## src/rtl/atr_pkg.sv

```systemverilog
package atr_pkg;

    localparam int unsigned NUM_MODES = 4;

    // Order matters: a state's value plus REG_BANK0 gives its pattern address.
    typedef enum logic [1:0] {
        MODE_IDLE   = 2'd0,
        MODE_RX     = 2'd1,
        MODE_TX     = 2'd2,
        MODE_DUPLEX = 2'd3
    } atr_mode_e;

    localparam int unsigned REG_DIR   = 0;
    localparam int unsigned REG_BANK0 = 1;
    localparam int unsigned REG_PINS  = REG_BANK0 + NUM_MODES;

endpackage

```

## src/rtl/atr_sync.sv

```systemverilog
module atr_sync #(
    parameter int unsigned W      = 32,
    parameter int unsigned STAGES = 2
) (
    input  logic         clk,
    input  logic         rst_n,
    input  logic [W-1:0] d_i,
    output logic [W-1:0] q_o
);

    logic [STAGES-1:0][W-1:0] chain_q;

    always_ff @(posedge clk or negedge rst_n) begin
        if (!rst_n) begin
            chain_q <= '0;
        end else begin
            chain_q[0] <= d_i;
            for (int s = 1; s < STAGES; s++) begin
                chain_q[s] <= chain_q[s-1];
            end
        end
    end

    assign q_o = chain_q[STAGES-1];

    generate
        if (STAGES == 2) begin : g_chk2
            logic [1:0] age_q;
            always_ff @(posedge clk or negedge rst_n) begin
                if (!rst_n)          age_q <= '0;
                else if (age_q != 2) age_q <= age_q + 2'd1;
            end
            // the readback equals the input from two edges earlier
            p_sync_depth_r8: assert property (@(posedge clk) disable iff (!rst_n)
                (age_q == 2'd2) |-> (q_o == $past(d_i, 2)));
        end
    endgenerate

endmodule

```

## src/rtl/atr_regfile.sv

```systemverilog
module atr_regfile
    import atr_pkg::*;
#(
    parameter int unsigned W  = 32,
    parameter int unsigned AW = 3
) (
    input  logic                         clk,
    input  logic                         rst_n,
    input  logic                         wr_i,
    input  logic [AW-1:0]                addr_i,
    input  logic [W-1:0]                 wdata_i,
    input  logic [W-1:0]                 pins_sync_i,
    output logic [W-1:0]                 rdata_o,
    output logic [W-1:0]                 dir_o,
    output logic [NUM_MODES-1:0][W-1:0]  bank_o
);

    logic [W-1:0]                dir_q;
    logic [NUM_MODES-1:0][W-1:0] bank_q;

    always_ff @(posedge clk or negedge rst_n) begin
        if (!rst_n)                                 dir_q <= '0;
        else if (wr_i && addr_i == AW'(REG_DIR))    dir_q <= wdata_i;
    end

    generate
        for (genvar g = 0; g < NUM_MODES; g++) begin : g_bank
            always_ff @(posedge clk or negedge rst_n) begin
                if (!rst_n)                                  bank_q[g] <= '0;
                else if (wr_i && addr_i == AW'(REG_BANK0 + g)) bank_q[g] <= wdata_i;
            end
        end
    endgenerate

    always_comb begin
        rdata_o = '0;
        if (addr_i == AW'(REG_DIR))  rdata_o = dir_q;
        if (addr_i == AW'(REG_PINS)) rdata_o = pins_sync_i;
        for (int g = 0; g < NUM_MODES; g++) begin
            if (addr_i == AW'(REG_BANK0 + g)) rdata_o = bank_q[g];
        end
    end

    assign dir_o  = dir_q;
    assign bank_o = bank_q;

    // a direction write lands on the following edge
    p_dir_write_r2: assert property (@(posedge clk) disable iff (!rst_n)
        (wr_i && addr_i == AW'(REG_DIR)) |=> (dir_q == $past(wdata_i)));

    // writes above the pattern registers leave all storage unchanged
    p_high_ignored_r3: assert property (@(posedge clk) disable iff (!rst_n)
        (wr_i && addr_i >= AW'(REG_PINS)) |=> ($stable(dir_q) && $stable(bank_q)));

endmodule

```

## src/rtl/atr_mode_fsm.sv

```systemverilog
module atr_mode_fsm
    import atr_pkg::*;
#(
    parameter int unsigned W = 32
) (
    input  logic                         clk,
    input  logic                         rst_n,
    input  logic                         rx_run_i,
    input  logic                         tx_run_i,
    input  logic [W-1:0]                 dir_i,
    input  logic [NUM_MODES-1:0][W-1:0]  bank_i,
    output logic [W-1:0]                 pin_out_o,
    output logic [W-1:0]                 pin_oe_o
);

    atr_mode_e state_q, state_d;
    logic [W-1:0] sel_pat;
    logic seen_q;

    // Next-state: the transition is named by the state it enters
    always_comb begin
        unique case ({tx_run_i, rx_run_i})
            2'b00:   state_d = MODE_IDLE;    // enter-idle
            2'b01:   state_d = MODE_RX;      // enter-rx
            2'b10:   state_d = MODE_TX;      // enter-tx
            default: state_d = MODE_DUPLEX;  // enter-duplex
        endcase
    end

    // State register
    always_ff @(posedge clk or negedge rst_n) begin
        if (!rst_n) begin
            state_q <= MODE_IDLE;
            seen_q  <= 1'b0;
        end else begin
            state_q <= state_d;
            seen_q  <= 1'b1;
        end
    end

    // Outputs
    always_comb begin
        unique case (state_q)
            MODE_IDLE:   sel_pat = bank_i[0];
            MODE_RX:     sel_pat = bank_i[1];
            MODE_TX:     sel_pat = bank_i[2];
            MODE_DUPLEX: sel_pat = bank_i[3];
            default:     sel_pat = '0;
        endcase
        pin_out_o = sel_pat & dir_i;
        pin_oe_o  = dir_i;
    end

    // no activity sampled, so the state is idle
    p_idle_decode_r4: assert property (@(posedge clk) disable iff (!rst_n)
        (seen_q && !$past(rx_run_i) && !$past(tx_run_i)) |-> (state_q == MODE_IDLE));

    // both flags sampled, so the state is duplex
    p_duplex_decode_r4: assert property (@(posedge clk) disable iff (!rst_n)
        (seen_q && $past(rx_run_i) && $past(tx_run_i)) |-> (state_q == MODE_DUPLEX));

    // transmit only sampled, so the pins carry the transmit pattern
    p_tx_pins_r5: assert property (@(posedge clk) disable iff (!rst_n)
        (seen_q && $past(tx_run_i) && !$past(rx_run_i) && $stable(bank_i) && $stable(dir_i))
        |-> (pin_out_o == ($past(bank_i[2]) & dir_i)));

endmodule

```

## src/rtl/atr_gpio_ctrl.sv

```systemverilog
module atr_gpio_ctrl
    import atr_pkg::*;
#(
    parameter int unsigned PIN_W       = 32,
    parameter int unsigned AW          = 3,
    parameter int unsigned SYNC_STAGES = 2
) (
    input  logic                 clk,
    input  logic                 rst_n,
    input  logic                 cfg_wr,
    input  logic [AW-1:0]        cfg_addr,
    input  logic [PIN_W-1:0]     cfg_wdata,
    output logic [PIN_W-1:0]     cfg_rdata,
    input  logic                 rx_run,
    input  logic                 tx_run,
    input  logic [PIN_W/2-1:0]   rxg_in,
    input  logic [PIN_W/2-1:0]   txg_in,
    output logic [PIN_W/2-1:0]   rxg_out,
    output logic [PIN_W/2-1:0]   rxg_oe,
    output logic [PIN_W/2-1:0]   txg_out,
    output logic [PIN_W/2-1:0]   txg_oe
);

    localparam int unsigned GRP_W = PIN_W / 2;

    logic [PIN_W-1:0]                pins_raw, pins_sync, dir_w, pin_out, pin_oe;
    logic [NUM_MODES-1:0][PIN_W-1:0] bank_w;

    assign pins_raw = {txg_in, rxg_in};

    atr_sync #(.W(PIN_W), .STAGES(SYNC_STAGES)) u_sync (
        .clk   (clk),
        .rst_n (rst_n),
        .d_i   (pins_raw),
        .q_o   (pins_sync)
    );

    atr_regfile #(.W(PIN_W), .AW(AW)) u_regs (
        .clk         (clk),
        .rst_n       (rst_n),
        .wr_i        (cfg_wr),
        .addr_i      (cfg_addr),
        .wdata_i     (cfg_wdata),
        .pins_sync_i (pins_sync),
        .rdata_o     (cfg_rdata),
        .dir_o       (dir_w),
        .bank_o      (bank_w)
    );

    atr_mode_fsm #(.W(PIN_W)) u_fsm (
        .clk       (clk),
        .rst_n     (rst_n),
        .rx_run_i  (rx_run),
        .tx_run_i  (tx_run),
        .dir_i     (dir_w),
        .bank_i    (bank_w),
        .pin_out_o (pin_out),
        .pin_oe_o  (pin_oe)
    );

    // group split
    assign rxg_out = pin_out[GRP_W-1:0];
    assign txg_out = pin_out[PIN_W-1:GRP_W];
    assign rxg_oe  = pin_oe[GRP_W-1:0];
    assign txg_oe  = pin_oe[PIN_W-1:GRP_W];

    // a pin that is not enabled never carries a 1
    p_undriven_low_r6: assert property (@(posedge clk) disable iff (!rst_n)
        ((pin_out & ~pin_oe) == '0));

endmodule

```

## config.mk

```make
export PLATFORM = sky130hd
export DESIGN_NAME = atr_gpio_ctrl
export DESIGN_NICKNAME = d
export VERILOG_FILES = /design/src/rtl/atr_pkg.sv /design/src/rtl/atr_sync.sv /design/src/rtl/atr_regfile.sv /design/src/rtl/atr_mode_fsm.sv /design/src/rtl/atr_gpio_ctrl.sv
export SDC_FILE = /design/constraint.sdc
export NUM_CORES = 1
export LEC_CHECK = 0
export ABC_AREA = 1
export ABC_CLOCK_PERIOD_IN_PS = 1200
export BUFFER_PORTS_ARGS = -buffer_cell sky130_fd_sc_hd__clkbuf_2
export CAP_MARGIN = 40
export CORE_ASPECT_RATIO = 1.25
export CORE_MARGIN = 1.5
export CORE_UTILIZATION = 39
export CTS_CLUSTER_DIAMETER = 100
export CTS_CLUSTER_SIZE = 12
export DETAILED_ROUTE_END_ITERATION = 12
export PLACE_DENSITY = 0.64
export SLEW_MARGIN = 20
export SYNTH_ARGS = -nofsm -noshare
export SYNTH_HDL_FRONTEND = slang
export SYNTH_SLANG_ARGS = --single-unit
```

## constraint.sdc

```tcl
create_clock -name clk -period 1.2 [get_ports clk]
set_input_delay 0.18 -clock clk [delete_from_list [all_inputs] [get_ports clk]]
set_output_delay 0.18 -clock clk [all_outputs]
set_load 0.005 [all_outputs]
```

==> flow_metrics.py <==
metrics = {
    "logic_synthesis": {
        "synthDistinctLibCells": 21,
        "avgSynthCellArea_sq_um": 8.46,
        "syn_area_sq_um": 9770,
        "ys_seq_elements": 226,
        "synthCells": 1155,
        "synth-seq-area-share_pct": 57.9,
        "yosys_warnings": 0,
        "syn-num-nets": 1227,
    },
    "clock_tree": {
        "clockRootBuffer": "clkbuf_16",
        "cts_made_buffers": 22,
        "clk_latency_ps": 510,
        "ctsLongestPathBuffers": 3,
        "h-tree-depth": 1,
        "clk_pin_slew_ps": 60,
        "cts.sinks": 226,
        "cts_tree": "built",
    },
    "power": {
        "pwr-share-clk_pct": 30.9,
        "power_density_nw_per_um2": 1460,
        "power_mw": 20.0,
        "power_switching_share_pct": 29.0,
        "p_switching_mw": 5.80,
        "p_comb_share_pct": 20.6,
        "internal_power_mw": 14.2,
        "leakage_nw": 6.55,
        "peakVddDrop_mv": 1.07,
        "pwr-share-seq_pct": 48.5,
    },
    "finish": {
        "regArea_sq_um": 5660,
        "final_cell_mix": "399 x nand2_1, 226 x dfrtp_1, 135 x clkbuf_2",
        "num-nets-final": 1507,
        "antenna_cells": 0,
        "area_growth_syn_to_layout_pct": 40.0,
        "final_common_cell": "nand2_1",
        "multiInputGateArea_sq_um": 3920,
        "drive_gt1_share_pct": 25.4,
        "num-fill-cells": 2175,
    },
    "sta": {
        "fin_crit_sh_pct": 173,
        "rsz0062_at_grt": "true",
        "setup_viol": 96,
        "fin_crit_ps": 2080,
        "worst_clock_skew_ps": 15.7,
        "max_clock_freq_mhz": 480,
        "slew_headroom_pct": 74.1,
        "finalHoldViolations": 0,
        "worst_slack_ps": -882,
        "slew_viol_final": 0,
        "hold_slack_ps": 6.97,
        "tightest_slew_ps": 384,
    },
    "detailed_routing": {
        "route.detailed.wl_per_inst_microns": 17.5,
        "drc": 0,
        "drt_wl_total_microns": 30900,
        "num_vias": 9092,
        "antenna_left": 0,
        "dr.pass1.iters": 5,
        "viasPerCell": 5.15,
        "drt-initial-drc-count": 603,
    },
    "grt": {
        "grt_pass1_wl_microns": 49000,
        "grt.total_usage_pct": 24.1,
        "grt_pass1_vias": 9170,
        "antenna_found_initial": 0,
        "grt_max_degree": 37,
        "grt_overflow": 0,
    },
    "worst_setup_path": {
        "required_ps": 1020,
        "path_class": "reg2out",
        "critPathMaxFanout": 10,
        "crit_arrival_ps": 1900,
        "endpoint_kind": "output port",
        "worstSetupStartpointType": "flip-flop",
    },
    "run": {
        "cap_viol_max_count": 0,
    },
    "placed_design": {
        "portBuffers": 167,
        "routabilityCongestion": 0.819,
        "dpl.hpwl_microns": 20300,
    },
    "floorplan": {
        "die-area_sq_um": 26000,
        "io_pins": 168,
        "die_w_microns": 145,
        "start_util_pct": 39.7,
        "core_area_sq_um": 24600,
        "rows": 64,
        "die_h_microns": 180,
    },
    "worst_hold_path": {
        "hold_class": "in2reg",
    },
    "outcome": {
        "status": "finished, violations left",
        "violations": "negative setup slack",
    },
}
power groups by stage:
stage	Sequential (mW)	Clock (mW)	Combinational (mW)
after floorplan	9.53	0	1.68
after global placement	9.73	0	3.14
after detailed placement	9.76	0	3.21
after CTS	9.65	6.31	3.86
after global routing	9.83	6.58	4.63
final	9.69	6.18	4.12
kinds of logic after synthesis:
group | after synthesis | synth area share, %
DFF | 226 | 57.9
AOI/OAI and AO/OA | 287 | 15.1
buffers and inverters | 145 | 6.16
and+or+nand+nor | 497 | 20.8
routing by layer:
| layer | vias to the layer above | GRT usage (%) | share of wire (%) | wire length [microns] |
|---|---|---|---|---|
| met3 | 78 | 2.98 | 5.7 | 1760 |
| met2 | 342 | 40.7 | 49 | 15100 |
| met5 | - | 0 | 0 | 0 |
| li1 | 4340 | - | - | - |
| met4 | 0 | 8.44 | 3.3 | 1020 |
| met1 | 4332 | 31.8 | 42 | 13000 |
critical path, cell delays in order (launching register included):
cell and delay, ps:
dfrtp_1 390, inv_2 70, buf_4 130, nand2_4 70
bufbuf_16 300, o21ai_1 230, a31oi_4 50, buf_2 140
cells in the mapped netlist:
cell	number	area [sq um]
clkbuf_1	29	109
inv_2	3	11.3
buf_1	3	11.3
nor3_4	1	16.3
nand2_2	4	25.0
nand4_1	32	200
dfrtp_1	226	5660
nand3_2	1	10.0
nand3b_1	1	7.51
o21ai_1	96	480
buf_4	2	15.0
buf_2	37	185
clkbuf_2	3	15.0
nand2_1	419	1570
a31oi_1	32	200
nor2_2	1	6.26
nand3_1	32	160
nor2_4	2	22.5
inv_1	68	255
nor2_1	4	15.0
o21ai_0	159	796
layout make-up:
cell class,count,share of cell area [%]
multi-input combinational,784,28.7
inverter,71,1.95
timing repair buffer,330,20.7
clock buffer,24,4.31
tap,330,3.02
sequential,226,41.4
path summary, 6_finish.rpt:
check / slack [ps] / from / cells past startpoint / endpoint
setup / recovery: -880 / u_fsm.state_q[1]$_DFF_PN0_ / 7 / rxg_out[8]
hold / removal: 7 / cfg_wdata[22] / 3 / u_regs.bank_o[54]$_DFFE_PN0P_
setup reg to reg: 270 / u_regs.dir_o[20]$_DFFE_PN0P_ / 4 / u_regs.dir_o[20]$_DFFE_PN0P_
hold reg to reg: 340 / u_sync.chain_q[22]$_DFF_PN0_ / 0 / u_sync.q_o[22]$_DFF_PN0_
max in group asynchronous: 500 / rst_n / 3 / u_regs.bank_o[77]$_DFFE_PN0P_
min in group asynchronous: 160 / rst_n / 2 / u_sync.q_o[19]$_DFF_PN0_
repair_timing:
action | 4_1_cts | 5_1_grt
pin swaps | 29 | 16
gates cloned | 2 | 0
resized for setup | 104 | 96
setup endpoints to repair | 96 | 96
buffers inserted | 26 | 16
hold endpoints to repair | 314 | 0
hold buffers | 57 | 0
through the flow:
| stage | setup TNS [ps] | util [%] | area (sq um) | worst slack, ps | cells |
|---|---|---|---|---|---|
| floorplan | -265 | - | 9780 | -26.5 | 1155 |
| global placement | -46060 | 47.3 | 11600 | -389 | 1650 |
| detailed placement | -51250 | 47.3 | 11600 | -408 | 1650 |
| CTS | -41150 | 54.3 | 13400 | -873 | 1759 |
| global route | -45490 | 55.6 | 13700 | -929 | 1765 |
| finish | -40040 | 55.6 | 13700 | -882 | 1765 |
state kept, by name (all words and copies together) (netlist names):
register	count
u_fsm.state_q	2
u_regs.bank_o	128
u_regs.dir_o	32
u_sync.chain_q	32
u_sync.q_o	32
Power figures use the tool's default switching activity.
